--- config.mk ---
export PLATFORM = sky130hd
export DESIGN_NAME = port_pair_ctrl
export DESIGN_NICKNAME = d
export VERILOG_FILES = /design/src/rtl/ppl_pkg.sv /design/src/rtl/ppl_strap_capture.sv /design/src/rtl/ppl_cfg_regs.sv /design/src/rtl/ppl_lane_router.sv /design/src/rtl/port_pair_ctrl.sv
export SDC_FILE = /design/constraint.sdc
export NUM_CORES = 1
export LEC_CHECK = 0
export BUFFER_PORTS_ARGS = -buffer_cell sky130_fd_sc_hd__clkbuf_2
export CORE_MARGIN = 3
export CORE_UTILIZATION = 39
export DETAILED_ROUTE_END_ITERATION = 16
export PLACE_DENSITY = 0.74
export SYNTH_ARGS = -nofsm -noshare
export SYNTH_HDL_FRONTEND = slang
export SYNTH_SLANG_ARGS = --single-unit
--- constraint.sdc ---
create_clock -name clk -period 1.53 [get_ports clk]
set_input_delay 0.2295 -clock clk [delete_from_list [all_inputs] [get_ports clk]]
set_output_delay 0.2295 -clock clk [all_outputs]
set_load 0.01 [all_outputs]
--- src/rtl/ppl_pkg.sv ---
package ppl_pkg;

    localparam int LANES     = 4;
    localparam int PORTS     = 2;
    localparam int OWN_W     = 2;
    localparam int LANE_BUS_W = LANES * OWN_W;

    localparam int ADDR_PWR   = 0;
    localparam int ADDR_MODE  = 1;
    localparam int ADDR_STRAP = 2;

    typedef enum logic [OWN_W-1:0] {
        OWN_NONE = 2'b00,
        OWN_EVEN = 2'b01,
        OWN_ODD  = 2'b10
    } lane_owner_e;

    typedef struct packed {
        logic             wide;
        logic [PORTS-1:0] pd;
    } port_cfg_t;

    // Owner of lane idx for a given configuration, gated by power
    function automatic lane_owner_e lane_owner(input int idx, input port_cfg_t c);
        lane_owner_e o;
        o = OWN_NONE;
        if (c.wide) begin
            if (!c.pd[0]) o = OWN_EVEN;
        end else if (idx == 0) begin
            if (!c.pd[0]) o = OWN_EVEN;
        end else if (idx == 1) begin
            if (!c.pd[1]) o = OWN_ODD;
        end
        return o;
    endfunction

endpackage

--- src/rtl/ppl_strap_capture.sv ---
module ppl_strap_capture
    import ppl_pkg::*;
#(
    parameter bit IS_PORT0_PAIR = 1'b1
) (
    input  logic             clk,
    input  logic             rst,
    input  logic [PORTS-1:0] strap_pd,
    output logic             cap_fire,
    output logic             cap_done,
    output logic [PORTS-1:0] cap_pd,
    output logic [PORTS-1:0] strap_q
);

    logic pending;

    always_ff @(posedge clk) begin
        if (rst) begin
            pending <= 1'b1;
            strap_q <= '0;
        end else if (pending) begin
            pending <= 1'b0;
            strap_q <= strap_pd;
        end
    end

    assign cap_fire = pending & ~rst;
    assign cap_done = ~pending;

    generate
        if (IS_PORT0_PAIR) begin : g_port0
            assign cap_pd = {strap_pd[1], 1'b0};
        end else begin : g_other
            assign cap_pd = strap_pd;
        end
    endgenerate

endmodule

--- src/rtl/ppl_cfg_regs.sv ---
module ppl_cfg_regs
    import ppl_pkg::*;
#(
    parameter int AW           = 2,
    parameter int DW           = 8,
    parameter bit DEFAULT_WIDE = 1'b1
) (
    input  logic             clk,
    input  logic             rst,
    input  logic             cap_fire,
    input  logic [PORTS-1:0] cap_pd,
    input  logic [PORTS-1:0] strap_q,
    input  logic             reg_we,
    input  logic [AW-1:0]    reg_addr,
    input  logic [DW-1:0]    reg_wdata,
    output logic [DW-1:0]    reg_rdata,
    output port_cfg_t        cfg_d
);

    port_cfg_t cfg_q;
    logic      unused_wdata;

    assign unused_wdata = ^reg_wdata[DW-1:PORTS];

    always_comb begin
        cfg_d = cfg_q;
        if (cap_fire) cfg_d.pd = cap_pd;
        if (reg_we) begin
            if (reg_addr == AW'(ADDR_PWR))  cfg_d.pd   = reg_wdata[PORTS-1:0];
            if (reg_addr == AW'(ADDR_MODE)) cfg_d.wide = reg_wdata[0];
        end
    end

    always_ff @(posedge clk) begin
        if (rst) begin
            cfg_q.pd   <= '0;
            cfg_q.wide <= DEFAULT_WIDE;
        end else begin
            cfg_q <= cfg_d;
        end
    end

    always_comb begin
        reg_rdata = '0;
        if (reg_addr == AW'(ADDR_PWR))        reg_rdata = DW'(cfg_q.pd);
        else if (reg_addr == AW'(ADDR_MODE))  reg_rdata = DW'(cfg_q.wide);
        else if (reg_addr == AW'(ADDR_STRAP)) reg_rdata = DW'(strap_q);
    end

endmodule

--- src/rtl/ppl_lane_router.sv ---
module ppl_lane_router
    import ppl_pkg::*;
(
    input  logic                  clk,
    input  logic                  rst,
    input  logic                  live,
    input  port_cfg_t             cfg_d,
    output logic [PORTS-1:0]      pwr_en,
    output logic [LANE_BUS_W-1:0] lane_own,
    output logic                  odd_phy_en
);

    logic [LANE_BUS_W-1:0] lane_d;
    logic [PORTS-1:0]      pwr_d;
    logic                  phy_d;

    genvar gi;
    generate
        for (gi = 0; gi < LANES; gi++) begin : g_lane
            assign lane_d[gi*OWN_W +: OWN_W] = lane_owner(gi, cfg_d);
        end
    endgenerate

    assign pwr_d = ~cfg_d.pd;
    assign phy_d = ~cfg_d.wide & ~cfg_d.pd[1];

    always_ff @(posedge clk) begin
        if (rst || !live) begin
            pwr_en     <= '0;
            lane_own   <= '0;
            odd_phy_en <= 1'b0;
        end else begin
            pwr_en     <= pwr_d;
            lane_own   <= lane_d;
            odd_phy_en <= phy_d;
        end
    end

endmodule

--- src/rtl/port_pair_ctrl.sv ---
module port_pair_ctrl
    import ppl_pkg::*;
#(
    parameter int AW            = 2,
    parameter int DW            = 8,
    parameter bit DEFAULT_WIDE  = 1'b1,
    parameter bit IS_PORT0_PAIR = 1'b1
) (
    input  logic                  clk,
    input  logic                  rst,
    input  logic [PORTS-1:0]      strap_pd,
    input  logic                  reg_we,
    input  logic [AW-1:0]         reg_addr,
    input  logic [DW-1:0]         reg_wdata,
    output logic [DW-1:0]         reg_rdata,
    output logic [PORTS-1:0]      pwr_en,
    output logic [LANE_BUS_W-1:0] lane_own,
    output logic                  odd_phy_en
);

    logic             cap_fire;
    logic             cap_done;
    logic [PORTS-1:0] cap_pd;
    logic [PORTS-1:0] strap_q;
    port_cfg_t        cfg_d;

    ppl_strap_capture #(.IS_PORT0_PAIR(IS_PORT0_PAIR)) u_cap (
        .clk      (clk),
        .rst      (rst),
        .strap_pd (strap_pd),
        .cap_fire (cap_fire),
        .cap_done (cap_done),
        .cap_pd   (cap_pd),
        .strap_q  (strap_q)
    );

    ppl_cfg_regs #(.AW(AW), .DW(DW), .DEFAULT_WIDE(DEFAULT_WIDE)) u_regs (
        .clk       (clk),
        .rst       (rst),
        .cap_fire  (cap_fire),
        .cap_pd    (cap_pd),
        .strap_q   (strap_q),
        .reg_we    (reg_we),
        .reg_addr  (reg_addr),
        .reg_wdata (reg_wdata),
        .reg_rdata (reg_rdata),
        .cfg_d     (cfg_d)
    );

    ppl_lane_router u_route (
        .clk        (clk),
        .rst        (rst),
        .live       (cap_fire | cap_done),
        .cfg_d      (cfg_d),
        .pwr_en     (pwr_en),
        .lane_own   (lane_own),
        .odd_phy_en (odd_phy_en)
    );

endmodule

==> impl_metrics.py <==
metrics = {
    "status": {
        "status": "finished, final reports clean",
    },
    "critical_path": {
        "reg2reg_from": "u_cap.pending",
        "crit_buf_inv": 1,
        "crit_chain": "mux2i_1 > o21ai_0 > clkbuf_2",
        "crit_family": "flip-flops",
        "cp_max_fo": 2,
        "arrival_ps": 980,
        "cp.required_ps": 1300,
        "reg2reg_depth": 3,
        "regToRegEndpoint": "u_regs.cfg_q[0]",
        "crit_path_end_kind": "primary output",
        "critPathLaunchType": "register",
        "critPathKind": "reg2out",
        "slowest_stage": "dfxtp_1",
        "r2r_slack_ps": 440,
        "max_stage_delay_ps": 330,
    },
    "placed_design": {
        "port_buffers": 18,
        "gp_congestion": 0.698,
        "hpwl_um": 834,
    },
    "floorplanning": {
        "initial_core_util_pct": 44.7,
        "dieArea_sq_um": 1860,
        "num_io_pins": 34,
        "die_h_um": 43.1,
        "fp.dieW_um": 43.1,
        "fp-row-count": 12,
        "core_area_sq_um": 1200,
    },
    "sta": {
        "timing.final.crit_share_pct": 78.9,
        "finalSetupTns_ps": 0,
        "whs_ps": 214,
        "fmaxAchievable_mhz": 828,
        "rsz0062_at_grt": "false",
        "fin_skew_ps": 0.991,
        "hold_violations": 0,
        "layout_min_cycle_time_ps": 1210,
        "setup_viol": 0,
        "slew_viol_final": 0,
    },
    "global_route": {
        "grt_pass1_wl_um": 1590,
        "antenna_found_initial": 0,
        "busiest_layer": "met2",
        "use_met1_pct": 12.9,
        "grt_pass1_vias": 379,
        "grt_util_all_layers_pct": 11.6,
        "use_met2_pct": 18.9,
        "globalRouteMet3Util_pct": 3.39,
        "grt-ovfl-total": 0,
        "grt_max_degree": 12,
    },
    "clock_network": {
        "cts_hold_buf": 0,
        "clock-sinks": 12,
        "clk_latency_ps": 260,
        "cts_buffers": 3,
        "ctsHtreeMaxLevel": 1,
        "post_cts_resized": 0,
        "cts_tree": "done",
        "cts-root-buf": "clkbuf_4",
        "clock_path_buffers": 2,
        "clkTransAtPathRegs_ps": 60,
        "post_cts_buffers": 0,
    },
    "routing": {
        "postRouteAntennaNets": 0,
        "viasPerCell": 4.64,
        "totalWireLength_um": 1030,
        "vias": 399,
        "drc": 0,
        "drt_iter0_drc": 0,
        "wl_per_cell_um": 12.0,
        "firstDrtPassIters": 1,
    },
    "logic_synthesis": {
        "seq_area_frac_synth_pct": 44.8,
        "synth_area_sq_um": 537,
        "ys_warn_count": 0,
        "yosysTopAreaCell": "dfxtp_1",
        "synth-seq-cells": 12,
        "synth_edf_count": 0,
        "ys_top_cells_by_area": "dfxtp_1 (45%), buf_4 (15%), mux2i_1 (7.5%)",
        "synth_area_per_cell_sq_um": 9.76,
        "synth_top_area_share_pct": 44.8,
        "ys_types": 20,
        "ys.flop_type": "dfxtp_1",
        "synth_common_cells": "dfxtp_1 (12), buf_4 (11), a21oi_1 (4), mux2i_1 (4), nor2_1 (4)",
        "synthMostInstantiatedCell": "dfxtp_1",
        "async_reset_ff_share_pct": 0,
        "syn_inst": 55,
    },
    "layout": {
        "antenna_cells": 0,
        "n_fill_cell": 117,
        "drive_gt1_share_pct": 36.1,
        "nets": 89,
        "syn_to_final_growth_pct": 13.8,
        "multi_input_area_sq_um": 233,
        "regArea_sq_um": 240,
    },
    "power_and_ir_drop": {
        "leakage_nw": 0.311,
        "vdd_drop_max_mv": 0.479,
        "finalPower_mw": 0.618,
        "power_density_nw_per_um2": 1010,
    },
    "hold_path": {
        "worstHoldEndpoint": "u_cap.strap_q[0]",
        "whs_path_depth": 3,
        "min_from": "strap_pd[0]",
        "hold_class": "in2reg",
    },
    "job": {
        "maxCapViolCount": 0,
    },
}
cell families after synthesis:
| family | after synthesis | synth area share [%] |
|---|---|---|
| multiplexers | 5 | 10.3 |
| AND/OR/NAND/NOR | 16 | 19.1 |
| other | 1 | 0.699 |
| AO/OA/AOI/OAI | 7 | 7.69 |
| flip-flops | 12 | 44.8 |
| buffers and inverters | 14 | 17.5 |
stage by stage:
step	worst slack [ps]	instance area, sq um	std cells	util [%]
3_3_place_gp	121	588	83	49.0
5_1_grt	188	611	86	50.8
3_5_place_dp	112	588	83	49.0
4_1_cts	311	611	86	50.8
6_report	322	611	86	50.8
2_1_floorplan	302	567	63	-
cells in the final DEF, fill, tap and decap left out:
master / count
and2_2: 1
clkbuf_4: 3
a21oi_1: 4
nor3_1: 2
mux2_4: 1
o21ai_0: 1
or3b_4: 1
o211ai_1: 1
a211o_1: 1
nand3b_1: 3
mux2i_1: 4
inv_1: 2
dfxtp_1: 12
or2_2: 1
and3_1: 1
clkbuf_2: 18
nor2b_1: 2
conb_1: 9
and4b_2: 1
nor2_1: 4
per-layer routing:
metal,vias to the layer above,routed length (um)
li1,200,-
met1,178,428
met2,19,489
met3,2,92
met4,0,18
met5,-,0
worst min-delay path, delay by kind of cell:
kind | cells | cell delay (ps)
buf+inv | 1 | 70
mux | 1 | 50
simple gates | 1 | 80
worst max-delay path by stage:
stage                     cells after the start  slack, ps               to        startpoint
after floorplan                               3        300  u_regs.cfg_q[0]       reg_addr[0]
after global placement                        4        120  u_regs.cfg_q[0]       reg_addr[0]
after detailed placement                      4        110  u_regs.cfg_q[0]       reg_addr[0]
after CTS                                     3        310     reg_rdata[0]  u_cap.strap_q[0]
after global routing                          3        190     reg_rdata[0]  u_cap.strap_q[0]
final                                         3        320     reg_rdata[0]  u_cap.strap_q[0]
sequential cells by signal, indices dropped and copies added, names as in the netlist:
name                cells
u_cap.pending           1
u_cap.strap_q           2
u_regs.cfg_q            3
u_route.lane_own        3
u_route.odd_phy_en      1
u_route.pwr_en          2
where the power goes:
| part | total [mW] | internal (mW) | switching, mW |
|---|---|---|---|
| Sequential | 0.343 | 0.333 | 0.0103 |
| Combinational | 0.0956 | 0.0408 | 0.0548 |
| Clock | 0.179 | 0.0909 | 0.0883 |
final cells by class:
| class | instances | area share, % |
|---|---|---|
| tap | 14 | 2.87 |
| timing repair buffer | 18 | 14.8 |
| inverter | 2 | 1.23 |
| multi-input combinational | 37 | 38.1 |
| clock buffer | 3 | 3.69 |
| sequential | 12 | 39.3 |
Power figures use the tool's default switching activity.
